===== config.mk =====
export PLATFORM = sky130hd
export DESIGN_NAME = cec_sft_timer
export DESIGN_NICKNAME = d
export VERILOG_FILES = /design/src/rtl/cec_sft_pkg.sv /design/src/rtl/cec_sft_cfg.sv /design/src/rtl/cec_sft_idle_cnt.sv /design/src/rtl/cec_sft_start_gate.sv /design/src/rtl/cec_sft_timer.sv
export SDC_FILE = /design/constraint.sdc
export NUM_CORES = 1
export LEC_CHECK = 0
export BUFFER_PORTS_ARGS = -buffer_cell sky130_fd_sc_hd__buf_2
export CORE_MARGIN = 1.5
export CORE_UTILIZATION = 50
export DETAILED_ROUTE_END_ITERATION = 12
export GPL_ROUTABILITY_DRIVEN = 1
export PLACE_DENSITY = 0.72
export SLEW_MARGIN = 0
export SYNTH_ARGS = -nofsm -noshare
export SYNTH_HDL_FRONTEND = slang
export SYNTH_SLANG_ARGS = --single-unit

===== constraint.sdc =====
create_clock -name clk -period 2.55 [get_ports clk]
set_input_delay 0.1275 -clock clk [delete_from_list [all_inputs] [get_ports clk]]
set_output_delay 0.1275 -clock clk [all_outputs]
set_load 0.05 [all_outputs]

===== src/rtl/cec_sft_pkg.sv =====
// Package: shared constants for the CEC idle-time timer.
// Assumes a 0.1 ms tick and a 2.4 ms nominal bit period.
package cec_sft_pkg;
    localparam int SFT_CODE_W        = 3;
    localparam int SFT_TICKS_PER_HALF = 12;
    localparam int SFT_DEFAULT_HALVES = 5;
endpackage


===== src/rtl/cec_sft_cfg.sv =====
// Module: cec_sft_cfg
// Captures the idle-time code and start option while the controller is
// disabled, and decodes the code into a tick threshold.
// Assumes ctl_en is synchronous to clk.
module cec_sft_cfg #(
    parameter int CODE_W         = cec_sft_pkg::SFT_CODE_W,
    parameter int TICKS_PER_HALF = cec_sft_pkg::SFT_TICKS_PER_HALF,
    parameter int DEFAULT_HALVES = cec_sft_pkg::SFT_DEFAULT_HALVES,
    parameter int CNT_W          = 8
) (
    input  logic              clk,
    input  logic              rst_n,
    input  logic              ctl_en,
    input  logic [CODE_W-1:0] cfg_code,
    input  logic              cfg_auto,
    output logic [CODE_W-1:0] code_q,
    output logic              auto_q,
    output logic [CNT_W-1:0]  thr_ticks
);
    int halves;

    // Capture configuration only while the controller is disabled.
    always_ff @(posedge clk) begin
        if (!rst_n) begin
            code_q <= '0;
            auto_q <= 1'b0;
        end else if (!ctl_en) begin
            code_q <= cfg_code;
            auto_q <= cfg_auto;
        end
    end

    // Decode the captured code into a number of ticks.
    always_comb begin
        if (code_q == '0) halves = DEFAULT_HALVES;
        else              halves = 2 * int'(code_q) - 1;
        thr_ticks = CNT_W'(halves * TICKS_PER_HALF);
    end
endmodule


===== src/rtl/cec_sft_idle_cnt.sv =====
// Module: cec_sft_idle_cnt
// Counts ticks of high bus level after an arm event and raises the free
// flag at the threshold; clears on activity, launch or disable.
// Assumes arm and start_fire are single-cycle pulses.
module cec_sft_idle_cnt #(
    parameter int CNT_W = 8
) (
    input  logic             clk,
    input  logic             rst_n,
    input  logic             ctl_en,
    input  logic             arm,
    input  logic             start_fire,
    input  logic             bus_level,
    input  logic             tick,
    input  logic [CNT_W-1:0] thr_ticks,
    output logic             free_q
);
    logic [CNT_W-1:0] cnt_q;
    logic             run_q;
    logic [CNT_W-1:0] cnt_inc;

    // Next count value.
    assign cnt_inc = cnt_q + 1'b1;

    // Idle counter with free-flag hold and clear.
    always_ff @(posedge clk) begin
        if (!rst_n || !ctl_en) begin
            cnt_q  <= '0;
            run_q  <= 1'b0;
            free_q <= 1'b0;
        end else if (arm) begin
            cnt_q  <= '0;
            run_q  <= 1'b1;
            free_q <= 1'b0;
        end else if (free_q) begin
            if (!bus_level || start_fire) free_q <= 1'b0;
        end else if (run_q) begin
            if (!bus_level) begin
                cnt_q <= '0;
            end else if (tick) begin
                if (cnt_inc == thr_ticks) begin
                    cnt_q  <= '0;
                    run_q  <= 1'b0;
                    free_q <= 1'b1;
                end else begin
                    cnt_q <= cnt_inc;
                end
            end
        end
    end
endmodule


===== src/rtl/cec_sft_start_gate.sv =====
// Module: cec_sft_start_gate
// Holds a software start request until the bus is free, then issues one
// launch pulse. Assumes free is registered upstream.
module cec_sft_start_gate (
    input  logic clk,
    input  logic rst_n,
    input  logic ctl_en,
    input  logic req,
    input  logic free,
    output logic start
);
    logic pend_q;

    // Launch when a request is pending and the bus is free.
    assign start = pend_q & free;

    // Pending request flag.
    always_ff @(posedge clk) begin
        if (!rst_n || !ctl_en) pend_q <= 1'b0;
        else if (start)        pend_q <= 1'b0;
        else if (req)          pend_q <= 1'b1;
    end
endmodule


===== src/rtl/cec_sft_timer.sv =====
// Module: cec_sft_timer (top)
// Enforces the minimum idle time on a CEC line before a local transmission.
// Assumes all inputs are synchronous to clk and tick is one cycle wide.
module cec_sft_timer #(
    parameter int CODE_W         = cec_sft_pkg::SFT_CODE_W,
    parameter int TICKS_PER_HALF = cec_sft_pkg::SFT_TICKS_PER_HALF,
    parameter int DEFAULT_HALVES = cec_sft_pkg::SFT_DEFAULT_HALVES
) (
    input  logic              clk,
    input  logic              rst_n,
    input  logic              ctl_en,
    input  logic [CODE_W-1:0] cfg_sft_code,
    input  logic              cfg_auto_start,
    input  logic              tx_req,
    input  logic              tx_eom,
    input  logic              rx_eom,
    input  logic              bus_level,
    input  logic              tick,
    output logic              bus_free,
    output logic              tx_start
);
    localparam int MAX_HALVES = 2 * (2 ** CODE_W) - 3;
    localparam int MAX_TICKS  = (MAX_HALVES > DEFAULT_HALVES ? MAX_HALVES : DEFAULT_HALVES)
                                * TICKS_PER_HALF;
    localparam int CNT_W      = $clog2(MAX_TICKS + 1);

    logic [CODE_W-1:0] code_q;
    logic              opt_q;
    logic [CNT_W-1:0]  thr_ticks;
    logic              arm;

    cec_sft_cfg #(
        .CODE_W(CODE_W), .TICKS_PER_HALF(TICKS_PER_HALF),
        .DEFAULT_HALVES(DEFAULT_HALVES), .CNT_W(CNT_W)
    ) cfg_i (
        .clk(clk), .rst_n(rst_n), .ctl_en(ctl_en),
        .cfg_code(cfg_sft_code), .cfg_auto(cfg_auto_start),
        .code_q(code_q), .auto_q(opt_q), .thr_ticks(thr_ticks)
    );

    // Select the trigger that starts an idle count.
    assign arm = opt_q ? (tx_eom | rx_eom) : tx_req;

    cec_sft_idle_cnt #(.CNT_W(CNT_W)) cnt_i (
        .clk(clk), .rst_n(rst_n), .ctl_en(ctl_en), .arm(arm),
        .start_fire(tx_start), .bus_level(bus_level), .tick(tick),
        .thr_ticks(thr_ticks), .free_q(bus_free)
    );

    cec_sft_start_gate gate_i (
        .clk(clk), .rst_n(rst_n), .ctl_en(ctl_en), .req(tx_req),
        .free(bus_free), .start(tx_start)
    );
endmodule


======== Yosys cells after proc, flatten, opt, wreduce, memory -nomap -nowiden ========
Index checks and enable logic that the tools add are counted.
word-level totals
  flip-flop bits (word level) ............. 15
  bits of input ports ..................... 12
  output and inout port bits .............. 2
  logic and storage cells ................. 41
cells by class
  equal/unequal tests ..................... 3
  bitwise gates (word level) .............. 3
  multiplexer cells ....................... 17
  reductions and logical operators ........ 9
  add/sub/neg operators ................... 2
  multipliers ............................. 1
operators with widths
  cell                  number
  $mul 32x3->6 const B  1
  $mux 32               1
  $mux 8                3
  $mux 1                13
  $add 8x1->8 const B   1
  $eq 8x8->1            1
  $sub 4x1->5 const B   1
  $reduce_or 2->1       2
  $logic_not 1->1       3
  $logic_not 3->1       1
  $reduce_and 3->1      1
  $logic_or 1x1->1      2
  $ne 2x1->1 const B    1
  $ne 2x2->1 const B    1
  $and 1x1->1           1
  $not 1->1             1
  $or 1x1->1            1

======== Depth between registers and ports, before layout ========
Gate-level depths: netlist (run 1).
  depth after elaboration ................. 10
  mapped depth ............................ 12
  gate-level depth less buffers ........... 12

======== Modules after synthesis ========
Synthesis (run 1) repeated with hierarchy kept, for this count alone.
unflattened totals
  cells, all modules ...................... 137
  area, all modules ....................... 1162.4 sq um
by module, submodules not included
  module              instances  area an instance (sq um)  cells an instance
  cec_sft_idle_cnt    1          705.7                     84
  cec_sft_cfg         1          404.1                     46
  cec_sft_start_gate  1          40.0                      4
  cec_sft_timer       1          12.5                      3

======== Worst setup path after synthesis (run 1) ========
OpenSTA, ideal clock, no wires.
  path kind ............................... reg-to-reg
  from .................................... register cfg_i.code_q[0]
  to ...................................... register cnt_i.cnt_q[3]
  cell stages (with the launch flop) ...... 13
  path slack .............................. -0.121 ns
  setup time .............................. 0.074 ns
  arrival time ............................ 2.597 ns
  data required time ...................... 2.476 ns
  path through ............................ dfxtp_1 > inv_1 > ha_1 > nor2b_1 > nand2b_1 > ha_1 > ha_1 > a21o_1 > a21oi_1 > xnor3_1 > nand3_2 > nand2_1 > o21ai_0
between the ends
  cells in the longest elaborated chain, start to end .. 7
  elaborated cells between the ends (all ways) .. 8
  those cells by class .................... 1 x add/sub; 1 x mul; 1 x eq/ne; 4 x mux; 1 x reduce/logical
RTL lines
  item                                            RTL line                              RTL
  from (decl)                                     cec_sft_cfg.sv:16                     output logic [CODE_W-1:0] code_q,
  from (signal assigned)                          cec_sft_cfg.sv:28                     code_q <= cfg_code;
  $sub 4x1->5 or $logic_not 3->1 (tied branches)  cec_sft_cfg.sv:36, cec_sft_cfg.sv:35
  $mux 32 (*)                                     cec_sft_cfg.sv:35                     if (code_q == '0) halves = DEFAULT_HALVES;
  $mul 32x3->6 (*)                                cec_sft_cfg.sv:37                     thr_ticks = CNT_W'(halves * TICKS_PER_HALF);
  $eq 8x8->1 (*)                                  cec_sft_idle_cnt.sv:41                if (cnt_inc == thr_ticks) begin
  $mux 8 (*)                                      cec_sft_idle_cnt.sv:41
  $mux 8 (*)                                      cec_sft_idle_cnt.sv:40                end else if (tick) begin
  $mux 8 (*)                                      cec_sft_idle_cnt.sv:38                if (!bus_level) begin
  to (signal assigned)                            cec_sft_idle_cnt.sv:46                cnt_q <= cnt_inc;
  to (decl)                                       cec_sft_idle_cnt.sv:18                logic [CNT_W-1:0] cnt_q;
Every way passes the cells marked *; elsewhere a longest branch is shown, timed or not. The select of a mux whose other input is x is not followed.
A chain may end at the register's enable or synchronous reset.

======== Worst setup path in the final report (run 1) ========
  from .................................... register cfg_i.code_q[0]
  to ...................................... register cnt_i.cnt_q[6]
The elaborated chain is that of the path after synthesis.

==> results.toml, run 1 <==
[outcome]
run_status = "completed"

[synth]
synth.avg_cell_area_um2 = 8.70
synth.area.top_cells = "dfxtp_1, ha_1, xnor2_1"
yosysTopAreaCell = "dfxtp_1"
synthCells = 115
synth_edf_count = 0
synth_seq_cells = 15
yosysMostFrequentCell = "dfxtp_1"
yosysTopAreaCellShare_pct = 30.0
synth_cell_type_count = 35
netlist_area_mm2 = 0.00100
syn_nets = 136
seq_area_frac_synth_pct = 30.0
ys_warn_count = 0
synthTopCellsByCount = "dfxtp_1, ha_1, nand2_1, nor2_1"
ys_async_sr_fraction_pct = 0
synthFlopType = "dfxtp_1"

[floorplanning]
start_util_pct = 52.1
io_pins = 14
dieArea_mm2 = 0.00228
core-area_mm2 = 0.00192
row_count = 16
die_w_um = 47.7
die_y_um = 47.7

[worst_setup_path]
path_max_fanout = 8
worstSetupStartpointType = "flip-flop"
crit_chain = "inv_2 -> buf_6 -> ha_4 -> nand2b_4 -> mux2i_4 -> ha_1 -> ha_4 -> xor2_2 -> xnor2_1 -> xnor2_1 -> nand3_4 -> a32oi_1 -> o21ai_1"
critical-path-max-stage-delay_ns = 0.33
cp_top_family = "adder cells"
cp-end-kind = "flip-flop"
worst-path-buf-inv = 2
required_ns = 2.74
cp.arrival_ns = 2.72
crit_type = "reg -> reg"
slowest_stage = "dfxtp_2"

[routing]
num_vias = 906
drt_pass1_iterations = 4
drt-total-wl_mm = 2.12
ant_nets = 0
drtIter0Drc = 28
wire_per_inst_um = 13.0
via_per_inst = 5.56
drc_errors = 0

[global_route]
grt_use_met2_pct = 32.8
use_met3_pct = 4.91
antenna_found_initial = 0
grt_usage_pct = 21.0
grt_overflow = 0
met1_usage_pct = 27.3
grt_pass1_vias = 819
grt_max_degree = 11
grt_pass1_wl_mm = 3.35
busiest_layer = "met2"

[clock_network]
cts_buffer_depth = 2
cts_tree = "done"
htreeDepth = 1
clkLatencyLatePin_ns = 0.29
clock_sinks = 15
cts-root-buf = "clkbuf_4"
holdBufCountCts = 0
cts_made_buffers = 3
clkTransAtPathRegs_ns = 0.09

[power_and_ir_drop]
p_comb_share_pct = 33.3
cell_internal_pwr_uw = 406
finalPower_uw = 573
ir_drop_v = 0.000327
p_sw_share_pct = 29.2
pwr_density_cell_mw_per_mm2 = 442
power_leakage_nw = 0.498
seqPwrFrac_pct = 42.8
p_sw_uw = 167
clkPwrFrac_pct = 23.9

[placement]
io_buffers = 13
placed_area_mm2 = 0.00113
post-place-cells = 159
place_hpwl_mm = 1.47
place_congestion = 0.834

[timing]
fmax_ghz = 0.394
slew_violations = 0
setup_viol = 0
fin_skew_ns = 0.00756
fin_crit_ns = 2.54
tightest_slew_ns = 0.470
finalSetupTns_ns = 0
hold_violations = 0
slew_headroom_pct = 68.6
rsz0062_at_grt = "yes"
post-route-period-util_pct = 99.4

[finish]
fin_nets = 158
drive_gt1_share_pct = 33.1
area_growth_pct = 29.5
final_cells = 163
antennaDiodeCount = 0
final_area_mm2 = 0.00130
nFillCells = 166

[worst_hold_path]
min_path_type = "in -> reg"

[run]
drv_cap = 0
what timing repair did:
| action | CTS | global route |
|---|---|---|
| pin swaps | 10 | 9 |
| resized for setup | 14 | 11 |
| endpoints found under the hold margin | 0 | 0 |
| buffers inserted | 0 | 0 |
| setup endpoints to repair | 10 | 10 |
per-stage QoR:
step           hold slack [ns]  utilization [%]  setup WS, ns
2_1_floorplan            0.256                -        0.0216
3_3_place_gp             0.380             58.7       -0.0309
3_5_place_dp             0.394             58.7        -0.116
4_1_cts                 0.0987             63.5       0.00512
5_1_grt                  0.115             67.4        -0.125
6_report                0.0977             67.4        0.0141
state kept, by name, summed over array words and instances (netlist names):
register,flops
cfg_i.auto_q,1
cnt_i.run_q,1
cnt_i.cnt_q,8
gate_i.pend_q,1
cfg_i.code_q,3
cnt_i.free_q,1
placed cells by master (no fill, tap or decap), drive strengths merged, types with 5 or more instances in the layout:
master and instances:
buf 18, dfxtp 15, ha 9, inv 5, mux2i 5, nand2 9, nand3 9, nor2 9
nor2b 7, o21ai 6, xnor2 6
routing by layer:
layer  part of all wire (%)  vias up
met5                      0        -
met4                    1.5        0
met3                    4.1        5
met2                     48       27
met1                     46      418
li1                       -      456
power groups by stage:
stage,clock network (mW),logic [mW],registers (mW)
2_1_floorplan,0,0.0962,0.249
3_3_place_gp,0,0.124,0.249
3_5_place_dp,0,0.129,0.249
4_1_cts,0.141,0.154,0.244
5_1_grt,0.157,0.209,0.246
6_report,0.137,0.191,0.245
logic make-up (layout without fill, tap and decap cells):
logic type	count (synthesis)	count (layout)	share of synthesized area, %
DFF	15	15	30.0
muxes	5	5	5.00
AOI/OAI and AO/OA	19	19	13.0
adders and majority gates	9	9	11.3
xor gates and xnor gates	10	10	10.1
buffers and inverters	6	27	3.00
and+or+nand+nor	51	51	27.6
final cells by class:
class                      count  area [µm²]  share of cell area (%)
clock buffer                   4        26.3                    2.03
inverter                       5        18.8                    1.45
tap                           27        33.8                    2.61
multi-input combinational     94         808                    62.4
timing repair buffer          18         106                    8.20
sequential                    15         303                    23.4
worst reg2reg max path, stage by stage (launching register included):
cell      delay (ns)
dfxtp_2         0.33
inv_2           0.08
buf_6           0.11
ha_4            0.16
nand2b_4        0.07
mux2i_4         0.19
ha_1            0.29
ha_4            0.29
xor2_2          0.14
xnor2_1         0.15
xnor2_1         0.19
nand3_4         0.16
a32oi_1         0.21
o21ai_1         0.08
path summary, 6_finish.rpt:
check / end / slack, ns / depth (start not counted) / startpoint
max: cnt_i.cnt_q[6] / 0.01 / 13 / cfg_i.code_q[0]
min: cfg_i.code_q[2] / 0.1 / 3 / cfg_sft_code[2]
max reg2reg: cnt_i.cnt_q[6] / 0.01 / 13 / cfg_i.code_q[0]
min reg2reg: cnt_i.run_q / 0.48 / 2 / cnt_i.run_q
Power figures use the tool's default switching activity.
==> run 2, diff against run 1 <==
Settings changed: CAP_MARGIN set to 20, CORE_UTILIZATION 50 to 53, CTS_BUF_LIST set to sky130_fd_sc_hd__clkbuf_8, PLACE_DENSITY 0.72 to 0.76.
==> results.toml, run 2 (synthesis results as in run 1) <==
[worst_setup_path]
worstSetupStartpointType = "flip-flop"
slowest_stage = "a211oi_2"
required_ns = 2.67
worst_path_most_repeated_cell = "ha_4"
crit_chain = "inv_2 -> buf_6 -> ha_4 -> nand2b_4 -> mux2i_4 -> ha_4 -> ha_4 -> xnor2_4 -> xnor2_2 -> a211oi_2 -> nand3_4 -> a32oi_1 -> o21ai_1"
path_max_fanout = 8
critical-path-max-stage-delay_ns = 0.33
crit_type = "reg -> reg"
cp-end-kind = "flip-flop"
cp.arrival_ns = 2.91

[timing]
fmax_ghz = 0.358
hold_violations = 0
rsz0062_at_grt = "yes"
worst_hold_slack_ns = 0.129
setup_viol = 10
slew_headroom_pct = 69.8
fin_crit_ns = 2.79
tightest_slew_ns = 0.449
timing.final.ws_setup_ns = -0.242
post-route-period-util_pct = 109
fin_skew_ns = 0.00274
slew_violations = 0

[power_and_ir_drop]
p_sw_uw = 201
power_leakage_nw = 0.515
ir_drop_v = 0.000392
p_comb_share_pct = 34.8
finalPower_uw = 676
seqPwrFrac_pct = 36.3
pwr_density_cell_mw_per_mm2 = 499
cell_internal_pwr_uw = 476
p_sw_share_pct = 29.7
clkPwrFrac_pct = 28.9

[routing]
drc_errors = 0
drt-total-wl_mm = 2.60
drt_pass1_iterations = 4
drtIter0Drc = 21
ant_nets = 0
num_vias = 953
via_per_inst = 5.92
wire_per_inst_um = 16.2

[finish]
final_area_mm2 = 0.00136
utilization_pct = 77.6
largest-register = "cnt_i.cnt_q"
fin_nets = 158
largest_reg_flops = 8
multiInputGateArea_um2 = 846
reg.largest.list = "cnt_i.cnt_q (8), cfg_i.code_q (3)"
drive_gt1_share_pct = 35.3
area_growth_pct = 35.4
nFillCells = 118
regArea_um2 = 303
antennaDiodeCount = 0
layout_common_cells = "dfxtp_1, buf_2, nand2_1, nor2_1"

[clock_network]
cts-root-buf = "clkbuf_8"
cts_made_buffers = 3
cts_buffer_depth = 2
clock_sinks = 15
cts_tree = "done"
clkTransAtPathRegs_ns = 0.06
cts_setup_buffers = 0
htreeDepth = 1
clkLatencyLatePin_ns = 0.25

[floorplanning]
row_count = 15
io_pins = 14
core-area_mm2 = 0.00175
die_w_um = 46.5
die_y_um = 46.5
dieArea_mm2 = 0.00216
start_util_pct = 57.3

[worst_hold_path]
min_path_type = "in -> reg"

[run]
drv_cap = 0

[outcome]
run_status = "finished with violations"
violations = "setup timing"

[placement]
placed_area_mm2 = 0.00112
place_congestion = 0.861
io_buffers = 13
place_hpwl_mm = 1.47

[global_route]
antenna_found_initial = 0
grt_pass1_vias = 840
grt_usage_pct = 24.8
grt_max_degree = 11
grt_overflow = 0
grt_pass1_wl_mm = 3.74
## run 2: final cells by class
cell class	instances	share of cell area (%)
multi-input cells	94	62.4
flip-flops and latches	15	22.3
repair buffers	18	8.13
clock buffers	3	3.05
well taps	25	2.31
inverters	5	1.39
clock inverters	1	0.369
## run 2: path summary, 6_finish.rpt
path / from / to / slack, ns / cells past startpoint
worst max register to register: cfg_i.code_q[1] / cnt_i.cnt_q[6] / -0.24 / 13
worst max-delay path: cfg_i.code_q[1] / cnt_i.cnt_q[6] / -0.24 / 13
worst min-delay path: cfg_auto_start / cfg_i.auto_q / 0.13 / 3
worst min register to register: cnt_i.run_q / cnt_i.run_q / 0.51 / 2
## run 2: critical path, delay by kind of cell (launching register included)
family | cells | cell delay (ns)
and+or+nand+nor | 2 | 0.23
adders and majority gates | 3 | 0.67
buffers and inverters | 2 | 0.19
muxes | 1 | 0.24
AOI/OAI and AO/OA | 3 | 0.72
xor gates and xnor gates | 2 | 0.29
DFF | 1 | 0.32
## run 2: metrics by stage
| stage | std cells | setup slack (ns) | setup TNS (ns) |
|---|---|---|---|
| floorplan | 115 | 0.0216 | 0 |
| global placement | 157 | -0.0900 | -0.312 |
| detailed placement | 157 | -0.149 | -1.02 |
| CTS | 161 | -0.0795 | -0.128 |
| global route | 161 | -0.317 | -2.12 |
| finish | 161 | -0.242 | -1.24 |
## run 2: what timing repair did
action / 4_1_cts / 5_1_grt
hold buffers: 0 / 0
gates resized for setup: 16 / 15
setup endpoints to repair: 10 / 10
hold endpoints to repair: 0 / 0
pin swaps: 12 / 11
## run 2: layer usage
metal	global-route usage (%)	vias to the layer above	wire, µm
met1	31.8	447	1130
met3	5.10	10	163
met5	0	-	0
met4	6.29	0	65
met2	41.9	46	1250
li1	-	450	-
## run 2: power groups by stage
stage / registers [mW] / logic (mW) / clock network (mW)
after global placement: 0.249 / 0.123 / 0
final: 0.245 / 0.235 / 0.196
after CTS: 0.245 / 0.162 / 0.197
after floorplan: 0.249 / 0.0962 / 0
after global routing: 0.246 / 0.246 / 0.206
after detailed placement: 0.249 / 0.128 / 0
